<file path="config.mk">
export PLATFORM = sky130hd
export DESIGN_NAME = pingpong_scanout
export DESIGN_NICKNAME = d
export VERILOG_FILES = /design/src/rtl/scan_pkg.sv /design/src/rtl/scan_timing.sv /design/src/rtl/swap_ctrl.sv /design/src/rtl/mem_route.sv /design/src/rtl/pixel_out.sv /design/src/rtl/pingpong_scanout.sv
export SDC_FILE = /design/constraint.sdc
export NUM_CORES = 1
export LEC_CHECK = 0
export ABC_AREA = 1
export BUFFER_PORTS_ARGS = -buffer_cell sky130_fd_sc_hd__buf_4
export CAP_MARGIN = 20
export CELL_PAD_IN_SITES_DETAIL_PLACEMENT = 0
export CELL_PAD_IN_SITES_GLOBAL_PLACEMENT = 1
export CORE_MARGIN = 10
export CORE_UTILIZATION = 29
export DETAILED_ROUTE_END_ITERATION = 6
export MAX_ROUTING_LAYER = met4
export PLACE_DENSITY = 0.87
export SLEW_MARGIN = 20
export SYNTH_ARGS = -nofsm -noshare
export SYNTH_HDL_FRONTEND = slang
export SYNTH_SLANG_ARGS = --single-unit
</file>
<file path="constraint.sdc">
create_clock -name clk -period 2.2 [get_ports clk]
set_input_delay 0.44 -clock clk [delete_from_list [all_inputs] [get_ports clk]]
set_output_delay 0.44 -clock clk [all_outputs]
set_load 0.02 [all_outputs]
</file>
<file path="src/rtl/scan_pkg.sv">
package scan_pkg;
  localparam int PIX_W = 16;
  localparam int NUM_BUF = 2;

  typedef struct packed {
    logic hsync_act;
    logic vsync_act;
    logic blank;
  } scan_flags_t;
endpackage

</file>
<file path="src/rtl/scan_timing.sv">
module scan_timing
  import scan_pkg::*;
#(
  parameter int H_ACTIVE = 640,
  parameter int H_FP     = 16,
  parameter int H_SYNC   = 96,
  parameter int H_BP     = 48,
  parameter int V_ACTIVE = 480,
  parameter int V_FP     = 10,
  parameter int V_SYNC   = 2,
  parameter int V_BP     = 33,
  parameter int HCW      = 10,
  parameter int VCW      = 10
) (
  input  logic           clk,
  input  logic           rst_n,
  output logic [HCW-1:0] hcnt,
  output logic [VCW-1:0] vcnt,
  output scan_flags_t    flags,
  output logic           vblank_entry
);
  localparam int HT      = H_ACTIVE + H_FP + H_SYNC + H_BP;
  localparam int VT      = V_ACTIVE + V_FP + V_SYNC + V_BP;
  localparam int HS_BEG  = H_ACTIVE + H_FP;
  localparam int HS_END  = HS_BEG + H_SYNC;
  localparam int VS_BEG  = V_ACTIVE + V_FP;
  localparam int VS_END  = VS_BEG + V_SYNC;

  logic           h_last;
  logic           v_last;
  logic [HCW-1:0] h_nxt;
  logic [VCW-1:0] v_nxt;

  always_comb begin
    h_last = (hcnt == HCW'(HT - 1));
    v_last = (vcnt == VCW'(VT - 1));
    h_nxt  = h_last ? '0 : hcnt + 1'b1;
    if (h_last) v_nxt = v_last ? '0 : vcnt + 1'b1;
    else        v_nxt = vcnt;
  end

  always_comb begin
    flags.hsync_act = (32'(hcnt) >= HS_BEG) && (32'(hcnt) < HS_END);
    flags.vsync_act = (32'(vcnt) >= VS_BEG) && (32'(vcnt) < VS_END);
    flags.blank     = (32'(hcnt) >= H_ACTIVE) || (32'(vcnt) >= V_ACTIVE);
    vblank_entry    = h_last && (vcnt == VCW'(V_ACTIVE - 1));
  end

  always_ff @(posedge clk or negedge rst_n) begin
    if (!rst_n) begin
      hcnt <= '0;
      vcnt <= '0;
    end else begin
      hcnt <= h_nxt;
      vcnt <= v_nxt;
    end
  end


  h_wrap_chk: assert property (@(posedge clk) disable iff (!rst_n)
    (hcnt == HCW'(HT - 1)) |=> (hcnt == '0));


  v_hold_chk: assert property (@(posedge clk) disable iff (!rst_n)
    (hcnt != HCW'(HT - 1)) |=> $stable(vcnt));
endmodule

</file>
<file path="src/rtl/swap_ctrl.sv">
module swap_ctrl (
  input  logic clk,
  input  logic rst_n,
  input  logic swap_req,
  input  logic service,
  output logic disp_sel,
  output logic swap_done
);
  logic pending;
  logic fire;
  logic pend_nxt;
  logic sel_nxt;

  always_comb begin
    fire     = service && pending;
    pend_nxt = fire ? swap_req : (pending || swap_req);
    sel_nxt  = disp_sel ^ fire;
  end

  always_ff @(posedge clk or negedge rst_n) begin
    if (!rst_n) begin
      pending   <= 1'b0;
      disp_sel  <= 1'b0;
      swap_done <= 1'b0;
    end else begin
      pending   <= pend_nxt;
      disp_sel  <= sel_nxt;
      swap_done <= fire;
    end
  end


  done_pulse_chk: assert property (@(posedge clk) disable iff (!rst_n)
    swap_done |=> !swap_done);


  req_hold_chk: assert property (@(posedge clk) disable iff (!rst_n)
    (pending && !service) |=> pending);


  sel_at_entry_chk: assert property (@(posedge clk) disable iff (!rst_n)
    !$stable(disp_sel) |-> $past(service));
endmodule

</file>
<file path="src/rtl/mem_route.sv">
module mem_route
  import scan_pkg::*;
#(
  parameter int AW = 19
) (
  input  logic                             disp_sel,
  input  logic                             rd_sel,
  input  logic [AW-1:0]                    scan_addr,
  input  logic [AW-1:0]                    draw_addr,
  input  logic [PIX_W-1:0]                 draw_wdata,
  input  logic                             draw_we,
  input  logic [NUM_BUF-1:0][PIX_W-1:0]    buf_rdata,
  output logic [NUM_BUF-1:0][AW-1:0]       buf_addr,
  output logic [NUM_BUF-1:0][PIX_W-1:0]    buf_wdata,
  output logic [NUM_BUF-1:0]               buf_we,
  output logic [PIX_W-1:0]                 rd_word
);
  for (genvar b = 0; b < NUM_BUF; b++) begin : g_buf
    logic is_front;
    assign is_front     = (disp_sel == 1'(b));
    assign buf_addr[b]  = is_front ? scan_addr : draw_addr;
    assign buf_wdata[b] = is_front ? '0 : draw_wdata;
    assign buf_we[b]    = !is_front && draw_we;
  end

  assign rd_word = buf_rdata[rd_sel];
endmodule

</file>
<file path="src/rtl/pixel_out.sv">
module pixel_out
  import scan_pkg::*;
(
  input  logic              clk,
  input  logic              rst_n,
  input  scan_flags_t       flags_in,
  input  logic              sel_in,
  input  logic [PIX_W-1:0]  rd_word,
  output logic              rd_sel,
  output logic              hsync_n,
  output logic              vsync_n,
  output logic              blank,
  output logic [PIX_W-1:0]  pix
);
  scan_flags_t flags_q;

  always_ff @(posedge clk or negedge rst_n) begin
    if (!rst_n) begin
      flags_q <= '{hsync_act: 1'b0, vsync_act: 1'b0, blank: 1'b1};
      rd_sel  <= 1'b0;
    end else begin
      flags_q <= flags_in;
      rd_sel  <= sel_in;
    end
  end

  always_comb begin
    hsync_n = !flags_q.hsync_act;
    vsync_n = !flags_q.vsync_act;
    blank   = flags_q.blank;
    pix     = flags_q.blank ? '0 : rd_word;
  end
endmodule

</file>
<file path="src/rtl/pingpong_scanout.sv">
module pingpong_scanout
  import scan_pkg::*;
#(
  parameter int H_ACTIVE = 640,
  parameter int H_FP     = 16,
  parameter int H_SYNC   = 96,
  parameter int H_BP     = 48,
  parameter int V_ACTIVE = 480,
  parameter int V_FP     = 10,
  parameter int V_SYNC   = 2,
  parameter int V_BP     = 33,
  parameter int XW       = 10,
  parameter int YW       = 9
) (
  input  logic               clk,
  input  logic               rst_n,
  input  logic               swap_req,
  output logic               swap_done,
  input  logic [XW+YW-1:0]   draw_addr,
  input  logic [15:0]        draw_wdata,
  input  logic               draw_we,
  output logic [XW+YW-1:0]   m0_addr,
  output logic [15:0]        m0_wdata,
  output logic               m0_we,
  input  logic [15:0]        m0_rdata,
  output logic [XW+YW-1:0]   m1_addr,
  output logic [15:0]        m1_wdata,
  output logic               m1_we,
  input  logic [15:0]        m1_rdata,
  output logic               hsync_n,
  output logic               vsync_n,
  output logic               blank,
  output logic [3:0]         red,
  output logic [3:0]         green,
  output logic [3:0]         blue,
  output logic [3:0]         aux
);
  localparam int HT  = H_ACTIVE + H_FP + H_SYNC + H_BP;
  localparam int VT  = V_ACTIVE + V_FP + V_SYNC + V_BP;
  localparam int HCW = $clog2(HT);
  localparam int VCW = $clog2(VT);
  localparam int AW  = XW + YW;

  logic [1:0]                        rst_pipe;
  logic                              core_rst_n;
  logic [HCW-1:0]                    hcnt;
  logic [VCW-1:0]                    vcnt;
  scan_flags_t                       flags;
  logic                              vblank_entry;
  logic                              disp_sel;
  logic                              rd_sel;
  logic [AW-1:0]                     scan_addr;
  logic [NUM_BUF-1:0][PIX_W-1:0]     buf_rdata;
  logic [NUM_BUF-1:0][AW-1:0]        buf_addr;
  logic [NUM_BUF-1:0][PIX_W-1:0]     buf_wdata;
  logic [NUM_BUF-1:0]                buf_we;
  logic [PIX_W-1:0]                  rd_word;
  logic [PIX_W-1:0]                  pix;

  always_ff @(posedge clk or negedge rst_n) begin
    if (!rst_n) rst_pipe <= '0;
    else        rst_pipe <= {rst_pipe[0], 1'b1};
  end
  assign core_rst_n = rst_pipe[1];

  scan_timing #(
    .H_ACTIVE(H_ACTIVE), .H_FP(H_FP), .H_SYNC(H_SYNC), .H_BP(H_BP),
    .V_ACTIVE(V_ACTIVE), .V_FP(V_FP), .V_SYNC(V_SYNC), .V_BP(V_BP),
    .HCW(HCW), .VCW(VCW)
  ) u_timing (
    .clk(clk), .rst_n(core_rst_n), .hcnt(hcnt), .vcnt(vcnt),
    .flags(flags), .vblank_entry(vblank_entry)
  );

  swap_ctrl u_swap (
    .clk(clk), .rst_n(core_rst_n), .swap_req(swap_req),
    .service(vblank_entry), .disp_sel(disp_sel), .swap_done(swap_done)
  );

  assign scan_addr    = {vcnt[YW-1:0], hcnt[XW-1:0]};
  assign buf_rdata[0] = m0_rdata;
  assign buf_rdata[1] = m1_rdata;

  mem_route #(.AW(AW)) u_route (
    .disp_sel(disp_sel), .rd_sel(rd_sel), .scan_addr(scan_addr),
    .draw_addr(draw_addr), .draw_wdata(draw_wdata), .draw_we(draw_we),
    .buf_rdata(buf_rdata), .buf_addr(buf_addr), .buf_wdata(buf_wdata),
    .buf_we(buf_we), .rd_word(rd_word)
  );

  assign m0_addr  = buf_addr[0];
  assign m0_wdata = buf_wdata[0];
  assign m0_we    = buf_we[0];
  assign m1_addr  = buf_addr[1];
  assign m1_wdata = buf_wdata[1];
  assign m1_we    = buf_we[1];

  pixel_out u_pix (
    .clk(clk), .rst_n(core_rst_n), .flags_in(flags), .sel_in(disp_sel),
    .rd_word(rd_word), .rd_sel(rd_sel), .hsync_n(hsync_n),
    .vsync_n(vsync_n), .blank(blank), .pix(pix)
  );

  assign aux   = pix[15:12];
  assign red   = pix[11:8];
  assign green = pix[7:4];
  assign blue  = pix[3:0];


  h_range_chk: assert property (@(posedge clk) disable iff (!core_rst_n)
    32'(hcnt) < HT);


  v_range_chk: assert property (@(posedge clk) disable iff (!core_rst_n)
    32'(vcnt) < VT);


  hs_in_blank_chk: assert property (@(posedge clk) disable iff (!core_rst_n)
    !hsync_n |-> blank);


  vs_in_blank_chk: assert property (@(posedge clk) disable iff (!core_rst_n)
    !vsync_n |-> blank);


  front0_no_write_chk: assert property (@(posedge clk) disable iff (!core_rst_n)
    (disp_sel == 1'b0) |-> !m0_we);


  front1_no_write_chk: assert property (@(posedge clk) disable iff (!core_rst_n)
    (disp_sel == 1'b1) |-> !m1_we);
endmodule

</file>
After elaboration in Yosys (flattened, before gate mapping)
Index checks and enable logic that the tools add are counted.
{ "classes": {"n_reduce_logical": 11, "bitwise_logic": 1, "n_eq_ne": 3, "n_addsub": 2, "muxes": 10, "magnitude_cmp": 7} }
{ "ops": {"columns": ["operator", "n"], "rows": [
  ["$mux W16", 5],
  ["$mux W19", 2],
  ["$add A10 B1 Y10 const B", 2],
  ["$eq A10 B10 Y1 const B", 2],
  ["$ge A10 B10 Y1 const B", 2],
  ["$ge A10 B9 Y1 const B", 2],
  ["$mux W10", 2],
  ["$eq A10 B9 Y1 const B", 1],
  ["$lt A10 B10 Y1 const B", 1],
  ["$lt A10 B9 Y1 const B", 1],
  ["$logic_and A1 B1 Y1", 6],
  ["$logic_not A1 Y1", 3],
  ["$logic_or A1 B1 Y1", 2],
  ["$lt A1 B2 Y1 const B", 1],
  ["$mux W1", 1],
  ["$xor A1 B1 Y1", 1]
]} }
{ "totals": {"inputBits": 71, "out_inout_bits": 92, "ff_bits": 29} }

Longest topological paths before layout
Gate-level depths: netlist (run 1).
{ "depth": {"word_depth": 4, "ltp_mapped": 9, "ltp_nobuf": 9} }

By module
A second synthesis (run 1) with hierarchy kept.
{ "unflattened": {"cells_unflattened": 469, "area_unflattened_um2": 2682.6} }
{ "modules_own_cells": {"columns": ["mod", "seq_area_each_um2", "cells_per_inst", "instances", "area_per_inst_um2"], "rows": [
  ["scan_timing", 500.5, 168, 1, 1286.2],
  ["mem_route", 0.0, 247, 1, 969.7],
  ["pixel_out", 101.3, 40, 1, 262.8],
  ["swap_ctrl", 75.1, 11, 1, 110.1],
  ["pingpong_scanout", 50.0, 3, 1, 53.8]
]} }

Worst setup path before layout (run 1)
Ideal clock, no wire load.
{ "synth_timing": {"path_type": "reg-to-output", "from": "reg u_pix.rd_sel", "to": "out aux[0]", "setup_slack_ns": 0.517, "arrival_time_ns": 1.243, "stages_incl_launch_ff": 6, "path_buffers": 2, "t_required_ns": 1.760, "cell_sequence": "dfrtp_1 -> clkbuf_1 -> inv_1 -> buf_2 -> nand2_1 -> a21oi_1"} }
{ "synth_via": {"elab_chain_cells": 3} }
{ "synth_rtl": {"columns": ["element", "line", "source"], "rows": [
  ["from (decl)", "pixel_out.sv:9", "output logic rd_sel,"],
  ["from (signal assigned)", "pixel_out.sv:23", "rd_sel <= sel_in;"],
  ["$mux W16 (implied by the code) (2 in series)", "mem_route.sv:26", "assign rd_word = buf_rdata[rd_sel];"],
  ["$mux W16", "pixel_out.sv:31", "pix = flags_q.blank ? '0 : rd_word;"],
  ["to (decl)", "pingpong_scanout.sv:36", "output logic [3:0] aux"]
]} }
No other way between the ends. The select of a mux whose other input is x is not followed.

Worst setup path in the final report (run 1)
{ "layout_timing": {"from": "reg u_swap.disp_sel", "to": "out m0_addr[2]"} }
{ "layout_via": {"elab_chain_cells": 1} }
{ "layout_rtl": {"columns": ["element", "line", "source"], "rows": [
  ["from (decl)", "swap_ctrl.sv:6", "output logic disp_sel,"],
  ["from (signal assigned)", "swap_ctrl.sv:27", "disp_sel <= sel_nxt;"],
  ["$mux W19", "mem_route.sv:21", "assign buf_addr[b] = is_front ? scan_addr : draw_addr;"],
  ["to (decl)", "pingpong_scanout.sv:22", "output logic [XW+YW-1:0] m0_addr,"]
]} }
No other way between the ends.

==> results.sh, run 1 <==
export IMPL_worst_r2r_path_depth=6
export IMPL_slowest_delay_ns=0.42
export IMPL_postSynthRegisterBits=29
export IMPL_powerDensity_nw_per_um2=331.9
export IMPL_cts_repair_resized=0
export IMPL_drive_above_1_share_pct=33.21
export IMPL_netlist_area_leader_share_pct=29.18
export IMPL_cp_slowest_cell="dfrtp_2"
export IMPL_timing_critical_path_arrival_ns=1.49
export IMPL_cap_viol_max_count=0
export IMPL_placementRows=33
export IMPL_share_of_the_yosys_chip_area_belonging_to_registers_pct=30.28
export IMPL_grt_antenna_before_repair=0
export IMPL_min_period_over_period_pct=87.86
export IMPL_mappedNetlistNets=475
export IMPL_worstPathRequired_ns=1.76
export IMPL_total_placed_cells_including_tap_cells=650
export IMPL_ctsHtreeMaxLevel=2
export IMPL_drt_vias_per_instance=4.577
export IMPL_global_route_wire_length_before_repair_um=14430
export IMPL_dr_first_iter_drc_count=220
export IMPL_rsz0062_at_grt="no"
export IMPL_worst_r2r_endpoint="u_timing.vcnt[6]"
export IMPL_filler_cell_count=850
export IMPL_clock_tree_from_tritoncts="done"
export IMPL_design_area_sq_um=3792
export IMPL_core_sq_um=8134
export IMPL_worstPathCellList="inv_1 -> buf_12 -> nand2_1 -> o21ai_0 -> buf_4"
export IMPL_clock_tree_buffer_depth=2
export IMPL_run_status="finished clean"
export IMPL_postSynthCellCount=400
export IMPL_total_number_of_vias=3016
export IMPL_post_route_drc_count=0
export IMPL_starting_density_of_the_core_pct=29.52
export IMPL_clkLatencyLatePin_ns=0.28
export IMPL_cts_root_buffer_cell="clkbuf_8"
export IMPL_groute_usage_overall_pct=13.97
export IMPL_critical_path_reg2reg_startpoint="u_timing.hcnt[0]"
export IMPL_final_max_slew_violation_count=0
export IMPL_fin_worst_skew_ns=0.005222
export IMPL_instances_no_fill=659
export IMPL_cpLargestDelayFamily="buffers and inverters"
export IMPL_worst_setup_path_end_kind="output pin"
export IMPL_final_setup_viol_count=0
export IMPL_critPathKind="flip-flop to output pin"
export IMPL_cts_reportedPaths_clkPinSlew_ns=0.06
export IMPL_area_added_between_synthesis_and_finish_pct=57.95
export IMPL_design_die_area_sq_um=12320
export IMPL_wl_um=8569
export IMPL_total_leakage_power_nw=2.168
export IMPL_weighted_congestion_at_the_end_of_routability_driven_global_placement=0.8201
export IMPL_grt_start_max_net_pins=75
export IMPL_number_of_global_route_vias_before_repair=3062
export IMPL_synth_top_cell_by_area="dfrtp_1"
export IMPL_total_power_mw=1.259
export IMPL_antennaDiodeCount=0
export IMPL_vdd_ir_drop_max_v=0.0001895
export IMPL_area_of_the_multi_input_gates_sq_um=1303
export IMPL_io_pin_count=163
export IMPL_rrSetupSlack_ns=0.57
export IMPL_nNetsFinal=628
export IMPL_routed_top_layer="met4"
export IMPL_port_buffers=162
export IMPL_cts_buffers=5
export IMPL_worstHoldPathType="flip-flop to asynchronous set/reset pin"
export IMPL_final_core_utilization_pct=46.62
export IMPL_synth_area_per_cell_sq_um=6.003
export IMPL_yosysUniqueCellTypes=29
export IMPL_wl_met2_um=3606
export IMPL_setup_tns_final_ns=0
export IMPL_post_synth_main_area_contributors="dfrtp_1 (29%), nand2_1 (18%), inv_1 (11%), o21ai_0 (9.6%), nor2_1 (7.8%)"
export IMPL_achievable_frequency_mhz=517.3
export IMPL_placement_cell_area_sq_um=3700
export IMPL_drtAntennaViolNets=0
export IMPL_dr_wl_met3_um=909
export IMPL_drt_first_pass_iters=4
export IMPL_grt_ovfl_total=0
export IMPL_post_dp_hpwl_um=7048
export IMPL_cp_max_fo=29
export IMPL_ys_warnings_count=0
export IMPL_timing_critical_path_from_type="flip-flop"
export IMPL_cts_sinks=29
export IMPL_finalCriticalPeriod_ns=1.933
export IMPL_mappedNetlistArea_sq_um=2401
export IMPL_hold_violations=0
export IMPL_leading_cell_types_in_the_layout_fill_and_taps_excluded="buf_4 (164), nand2_1 (117), inv_1 (69), nor2_1 (50), o21ai_0 (46)"
export IMPL_layout_cells_most_common="buf_4"
export IMPL_die_h_um=111.0
export IMPL_die_width_um=111.0
export IMPL_wl_per_cell_um=13.00
export IMPL_ff_latch_area_sq_um=728.2
export IMPL_critical_path_buf_inv_count=3
export IMPL_m1WireLength_um=3971
## report_power, final
| part | internal (mW) | switching, mW | total, mW | leakage, nW |
|---|---|---|---|---|
| sequential | 0.535 | 0.000475 | 0.536 | 0.380 |
| clock | 0.218 | 0.200 | 0.419 | 0.0450 |
| combinational | 0.159 | 0.145 | 0.305 | 1.74 |
| total | 0.913 | 0.346 | 1.26 | 2.17 |
## what timing repair did
item	CTS	global route
hold buffers	1	0
buffers inserted	0	0
hold endpoints to repair	2	0
## worst register-to-register path, stage by stage, from the launching register on
cell and delay (ns):
dfrtp_1 0.39, ha_1 0.21, nand2_2 0.09, nor2_4 0.13, nand4_1 0.37, nor3_1 0.27, nor2_1 0.07
## synthesized netlist by cell type (all sizes together)
master and instances:
o21ai 46, dfstp 1, nand3 13, conb 1, nand4 8, clkbuf 13, a21o 1, a21oi 19
ha 4, nor3 7, dfrtp 28, buf 8, nor4 1, inv 71, nor2 54, nand3b 1
nand2 118, xor2 6
## area by class of cell
type	count	area share (%)
clock inverter	2	0.2639
timing repair buffer	167	33.78
sequential	29	19.20
tap	105	3.464
multi-input combinational	279	34.35
inverter	71	7.027
clock buffer	6	1.914
## through the flow
step	setup WS, ns	hold WS (ns)
finish	0.2670	0.2320
CTS	0.2486	0.2570
floorplan	0.5173	0.1444
detailed placement	0.5561	0.2244
global route	0.1405	0.2792
global placement	0.5842	0.2233
## routing by layer
layer | up-vias | GRT usage [%]
met5 | - | -
met1 | 1333 | 17.12
met4 | 0 | 3.385
met2 | 154 | 20.91
met3 | 5 | 5.682
li1 | 1524 | -
## worst max path at each step
stage                     from           to  slack (ns)  cells past startpoint
6_report       u_swap.disp_sel   m0_addr[2]        0.27                      5
5_1_grt        u_swap.disp_sel  m1_addr[11]        0.14                      5
4_1_cts        u_swap.disp_sel   m0_addr[2]        0.25                      5
3_5_place_dp   u_swap.disp_sel   m0_addr[2]        0.56                      5
3_3_place_gp   u_swap.disp_sel  m1_addr[10]        0.58                      5
2_1_floorplan     u_pix.rd_sel       aux[0]        0.52                      5
## cell families after synthesis
group,synth area share (%)
XOR/XNOR,2.189
adder cells (fa/ha/maj),2.085
flip-flops,30.28
AO/OA/AOI/OAI,13.86
other,0.1562
buffers and inverters,15.48
AND/OR/NAND/NOR,35.96
## flip-flops by register name, summed over array words and instances (netlist names), 2 cells and up
register,cells
rst_pipe,2
u_pix.flags_q,2
u_timing.hcnt,10
u_timing.vcnt,10
(Power assumes the default switching activity.)
==> run 2, diff against run 1 <==
- CORE_MARGIN: 10 -> 1
==> run 2 against run 1 <==
  * Die area shrank 30%
  * Via count fell by 1.6%
  * Routed wire length shrank 15%
  * Sequential share of layout area about the same
==> results.sh, run 2 (synthesis gave the netlist of run 1 again) <==
export IMPL_run_status="finished clean"
export IMPL_cp_slowest_cell="dfrtp_2"
export IMPL_finalCriticalPeriod_ns=1.937
export IMPL_total_placed_cells_including_tap_cells=647
export IMPL_powerDensity_nw_per_um2=369.8
export IMPL_port_buffers=162
export IMPL_timing_critical_path_arrival_ns=1.50
export IMPL_instances_no_fill=656
export IMPL_global_route_wire_length_before_repair_um=11770
export IMPL_final_core_utilization_pct=48.44
export IMPL_critPathKind="flip-flop to output pin"
export IMPL_drt_vias_per_instance=4.526
export IMPL_grt_ovfl_total=0
export IMPL_total_leakage_power_nw=2.173
export IMPL_clock_tree_buffer_depth=2
export IMPL_wl_um=7274
export IMPL_cts_buffers=5
export IMPL_clock_tree_from_tritoncts="done"
export IMPL_placement_cell_area_sq_um=3671
export IMPL_ctsHtreeMaxLevel=2
export IMPL_io_pin_count=163
export IMPL_place_worst_setup_slack_ns=0.4837
export IMPL_design_area_sq_um=3801
export IMPL_layout_cells_most_common="buf_4"
export IMPL_core_sq_um=7848
export IMPL_clkLatencyLatePin_ns=0.28
export IMPL_cp_max_fo=39
export IMPL_vdd_ir_drop_max_v=0.0001721
export IMPL_groute_usage_overall_pct=17.29
export IMPL_placementRows=32
export IMPL_min_period_over_period_pct=88.04
export IMPL_cts_root_buffer_cell="clkbuf_8"
export IMPL_setup_tns_final_ns=0
export IMPL_slowest_delay_ns=0.40
export IMPL_final_setup_viol_count=0
export IMPL_worstPathCellList="inv_1 -> buf_4 -> nand2_1 -> o21ai_0 -> buf_4"
export IMPL_critical_path_buf_inv_count=3
export IMPL_starting_density_of_the_core_pct=30.60
export IMPL_grt_start_max_net_pins=75
export IMPL_die_width_um=92.99
export IMPL_design_die_area_sq_um=8647
export IMPL_rsz0062_at_grt="no"
export IMPL_hold_slack_ns=0.2341
export IMPL_drtAntennaViolNets=0
export IMPL_total_number_of_vias=2969
export IMPL_worstPathRequired_ns=1.76
export IMPL_drt_first_pass_iters=4
export IMPL_weighted_congestion_at_the_end_of_routability_driven_global_placement=0.8024
export IMPL_filler_cell_count=792
export IMPL_total_power_mw=1.406
export IMPL_hold_violations=0
export IMPL_post_route_worst_setup_slack_ns=0.2632
export IMPL_wl_per_cell_um=11.09
export IMPL_die_h_um=92.99
export IMPL_largest_registers="u_timing.hcnt: 10 flops, u_timing.vcnt: 10 flops"
export IMPL_leading_cell_types_in_the_layout_fill_and_taps_excluded="buf_4 (165), nand2_1 (117), inv_1 (69), nor2_1 (50), o21ai_0 (46)"
export IMPL_grt_antenna_before_repair=0
export IMPL_achievable_frequency_mhz=516.3
export IMPL_drive_above_1_share_pct=33.21
export IMPL_post_dp_hpwl_um=5622
export IMPL_cap_viol_max_count=0
export IMPL_cp_common_cell="buf_4"
export IMPL_final_max_slew_violation_count=0
export IMPL_number_of_global_route_vias_before_repair=2727
export IMPL_cts_sinks=29
export IMPL_post_route_drc_count=0
export IMPL_antennaDiodeCount=0
export IMPL_fin_worst_skew_ns=0.006905
export IMPL_area_added_between_synthesis_and_finish_pct=58.31
export IMPL_cts_reportedPaths_clkPinSlew_ns=0.07
export IMPL_cpLargestDelayFamily="buffers and inverters"
export IMPL_dr_first_iter_drc_count=96
export IMPL_timing_critical_path_from_type="flip-flop"
export IMPL_worst_setup_path_end_kind="output pin"
export IMPL_worstHoldPathType="flip-flop to asynchronous set/reset pin"
export IMPL_nNetsFinal=628
## run 2: cell count changes in the layout (fill, tap and decap cells not counted)
cell       delta
buf_12        -2
buf_4         +1
buf_6         +1
bufinv_16     +1
clkbuf_8      +1
clkinv_2      -2
## run 2: report_power, final
group | internal [mW] | leakage (nW) | total (mW) | switching (mW)
Clock | 0.369 | 0.0585 | 0.569 | 0.200
Combinational | 0.159 | 1.73 | 0.301 | 0.142
Sequential | 0.535 | 0.380 | 0.536 | 0.000414
## run 2: path summary, 6_finish.rpt
path / startpoint / end / slack [ns] / cells past startpoint
worst max-delay path: u_swap.disp_sel / m1_addr[15] / 0.26 / 5
worst min-delay path: rst_pipe[1] / u_timing.hcnt[3] / 0.23 / 1
worst max register to register: u_timing.hcnt[0] / u_timing.vcnt[7] / 0.45 / 6
worst min register to register: rst_pipe[1] / u_timing.hcnt[3] / 0.23 / 1
max in group asynchronous: rst_n / rst_pipe[1] / 1.64 / 2
min in group clk: swap_req / u_swap.pending / 0.34 / 2
## run 2: cell type report
cell class | count | area (sq um) | area share [%]
multi-input combinational | 279 | 1303 | 34.27
timing repair buffer | 167 | 1260 | 33.15
sequential | 29 | 728.2 | 19.16
inverter | 71 | 266.5 | 7.011
tap | 102 | 127.6 | 3.357
clock buffer | 7 | 86.33 | 2.271
clock inverter | 1 | 30.03 | 0.7900
## run 2: repair_timing
item,4_1_cts,5_1_grt
resized for setup,0,1
endpoints found under the hold margin,2,0
setup endpoints to repair,0,1
buffers inserted,0,0
hold buffers,1,0
## run 2: routing by layer
layer  vias to the layer above  part of all wire (%)  GRT usage, %
met3                         5                   7.9         3.008
met2                       130                    47         31.07
met1                      1305                    44         19.50
met5                         -                     0             -
li1                       1529                     -             -
met4                         0                   1.1         5.385
## run 2: worst reg2reg max path, cell delays in order (launching register included)
cell and delay, ns:
dfrtp_1 0.41, ha_1 0.23, nand2_2 0.09, nor2_4 0.14
nand4_1 0.40, nor3_1 0.29, nor2_1 0.08
==> run 3, diff against run 2 <==
- BUFFER_PORTS_ARGS: -buffer_cell sky130_fd_sc_hd__buf_4 -> unset
- CORE_MARGIN: 1 -> 3
- CORE_UTILIZATION: 29 -> 40
- DONT_BUFFER_PORTS: unset -> 1
- PLACE_DENSITY: 0.87 -> 0.79
==> run 3 against run 2 <==
  * Critical path depth fell by 1
  * Clock power fell by 21%
  * Global-route usage rose by 0.83 points
  * Via count fell by 18%
  * Cell area fell by 26%
  * Die area fell by 19%
  * First-iteration DRC count rose by 3.1%
  * Cell count fell by 24%
  * Critical path type unchanged
==> results.sh, run 3 (synthesis gave the netlist of run 1 again) <==
export IMPL_grt_start_max_net_pins=33
export IMPL_port_buffers=0
export IMPL_drtAntennaViolNets=0
export IMPL_timing_critical_path_from_type="flip-flop"
export IMPL_min_period_over_period_pct=91.47
export IMPL_placementRows=27
export IMPL_vdd_ir_drop_max_v=0.0001580
export IMPL_grt_antenna_before_repair=0
export IMPL_drive_above_1_share_pct=13.52
export IMPL_cts_buffers=5
export IMPL_powerDensity_nw_per_um2=406.9
export IMPL_wl_um=6424
export IMPL_critical_path_startpoint="u_swap.disp_sel"
export IMPL_filler_cell_count=567
export IMPL_weighted_congestion_at_the_end_of_routability_driven_global_placement=0.8146
export IMPL_dr_first_iter_drc_count=99
export IMPL_leading_cell_types_in_the_layout_fill_and_taps_excluded="nand2_1 (117), inv_1 (69), nor2_1 (50), o21ai_0 (46), buf_4 (41)"
export IMPL_finalCriticalPeriod_ns=2.012
export IMPL_worst_setup_path_end_kind="output pin"
export IMPL_fin_worst_skew_ns=0.008111
export IMPL_ctsHtreeMaxLevel=2
export IMPL_setup_tns_final_ns=0
export IMPL_largest_registers="u_timing.hcnt: 10 flops, u_timing.vcnt: 10 flops"
export IMPL_core_sq_um=5642
export IMPL_final_max_slew_violation_count=0
export IMPL_drt_vias_per_instance=4.874
export IMPL_internal_power_uw=836.2
export IMPL_placement_cell_area_sq_um=2695
export IMPL_worstHoldPathType="flip-flop to asynchronous set/reset pin"
export IMPL_p_comb_share_pct=13.1
export IMPL_area_added_between_synthesis_and_finish_pct=16.41
export IMPL_critPathKind="flip-flop to output pin"
export IMPL_timing_critical_path_arrival_ns=1.57
export IMPL_total_number_of_vias=2442
export IMPL_layout_cells_most_common="nand2_1"
export IMPL_max_slew_margin_pct=54.82
export IMPL_worstPathRequired_ns=1.76
export IMPL_groute_usage_overall_pct=18.12
export IMPL_worst_r2r_endpoint="u_timing.vcnt[7]"
export IMPL_io_pin_count=163
export IMPL_run_status="finished clean"
export IMPL_rsz0062_at_grt="no"
export IMPL_met2_usage_pct=29.66
export IMPL_power_share_clock_pct=39.3
export IMPL_cts_sinks=29
export IMPL_hold_violations=0
export IMPL_cap_viol_max_count=0
export IMPL_starting_density_of_the_core_pct=42.56
export IMPL_achievable_frequency_mhz=496.9
export IMPL_post_route_drc_count=0
export IMPL_design_area_sq_um=2795
export IMPL_met3_usage_pct=5.726
export IMPL_total_switching_power_uw=301.1
export IMPL_cts_root_buffer_cell="clkbuf_8"
export IMPL_use_met1_pct=21.92
export IMPL_design_die_area_sq_um=6968
export IMPL_total_leakage_power_nw=1.545
export IMPL_global_route_wire_length_before_repair_um=10340
export IMPL_grt_ovfl_total=0
export IMPL_die_width_um=83.48
export IMPL_nNetsFinal=503
export IMPL_clock_tree_buffer_depth=2
export IMPL_layer_carrying_the_most_global_route_usage="met2"
export IMPL_switching_power_as_a_share_of_total_power_pct=26.47
export IMPL_die_h_um=83.48
export IMPL_wl_per_cell_um=12.82
export IMPL_number_of_global_route_vias_before_repair=2192
export IMPL_clkLatencyLatePin_ns=0.28
export IMPL_pwr_share_seq_pct=47.5
export IMPL_cts_reportedPaths_clkPinSlew_ns=0.06
export IMPL_worst_r2r_path_depth=6
export IMPL_cp_max_fo=23
export IMPL_clock_tree_from_tritoncts="done"
export IMPL_max_slew_worst_pin_slew_ns=0.6707
export IMPL_rrSetupSlack_ns=0.53
export IMPL_post_dp_hpwl_um=5108
export IMPL_antennaDiodeCount=0
export IMPL_drt_first_pass_iters=5
export IMPL_critical_path_reg2reg_startpoint="u_timing.hcnt[0]"
export IMPL_final_setup_viol_count=0
export IMPL_final_core_utilization_pct=49.55
run 3: stage by stage:
step | hold WS, ns | cells | total power, mW | worst slack, ns
after global placement | 0.1445 | 492 | 0.6994 | 0.5318
after floorplan | 0.1444 | 400 | 0.6589 | 0.5173
after detailed placement | 0.1445 | 492 | 0.6999 | 0.5019
after CTS | 0.2521 | 501 | 1.149 | 0.1803
after global routing | 0.2541 | 501 | 1.190 | 0.01273
final | 0.2375 | 501 | 1.137 | 0.1877
run 3: area by class of cell:
| type | instances | area [sq um] | area share (%) |
|---|---|---|---|
| sequential | 29 | 728.2 | 26.05 |
| timing repair buffer | 42 | 317.8 | 11.37 |
| inverter | 71 | 266.5 | 9.534 |
| tap | 72 | 90.09 | 3.223 |
| clock buffer | 8 | 90.09 | 3.223 |
| multi-input combinational | 279 | 1303 | 46.60 |
run 3: power groups by stage:
stage	Sequential (mW)	Combinational (mW)	Clock (mW)
after detailed placement	0.551	0.149	0
after global placement	0.550	0.149	0
final	0.541	0.149	0.447
after global routing	0.541	0.162	0.487
after floorplan	0.552	0.107	0
after CTS	0.541	0.151	0.456
run 3: worst max path at each step:
stage	cells past startpoint	to
after CTS	4	m0_addr[18]
after global placement	4	m0_addr[18]
final	4	m1_addr[6]
after global routing	4	m1_addr[6]
after floorplan	5	aux[0]
after detailed placement	4	m0_addr[18]
run 3: what timing repair did:
| item | CTS | global route |
|---|---|---|
| resized for setup | 0 | 0 |
| hold buffers | 1 | 0 |
| endpoints found under the hold margin | 2 | 0 |
| setup buffers | 0 | 0 |
run 3: routing by layer:
metal	part of all wire, %	vias up
li1	-	1274
met1	42	1051
met2	48	109
met3	8.5	8
met4	1.0	0
met5	0	-
run 3: critical path, stage by stage (launching register included):
cell	delay [ns]
dfrtp_2	0.60
inv_1	0.10
buf_4	0.21
o21ai_0	0.19
buf_4	0.18
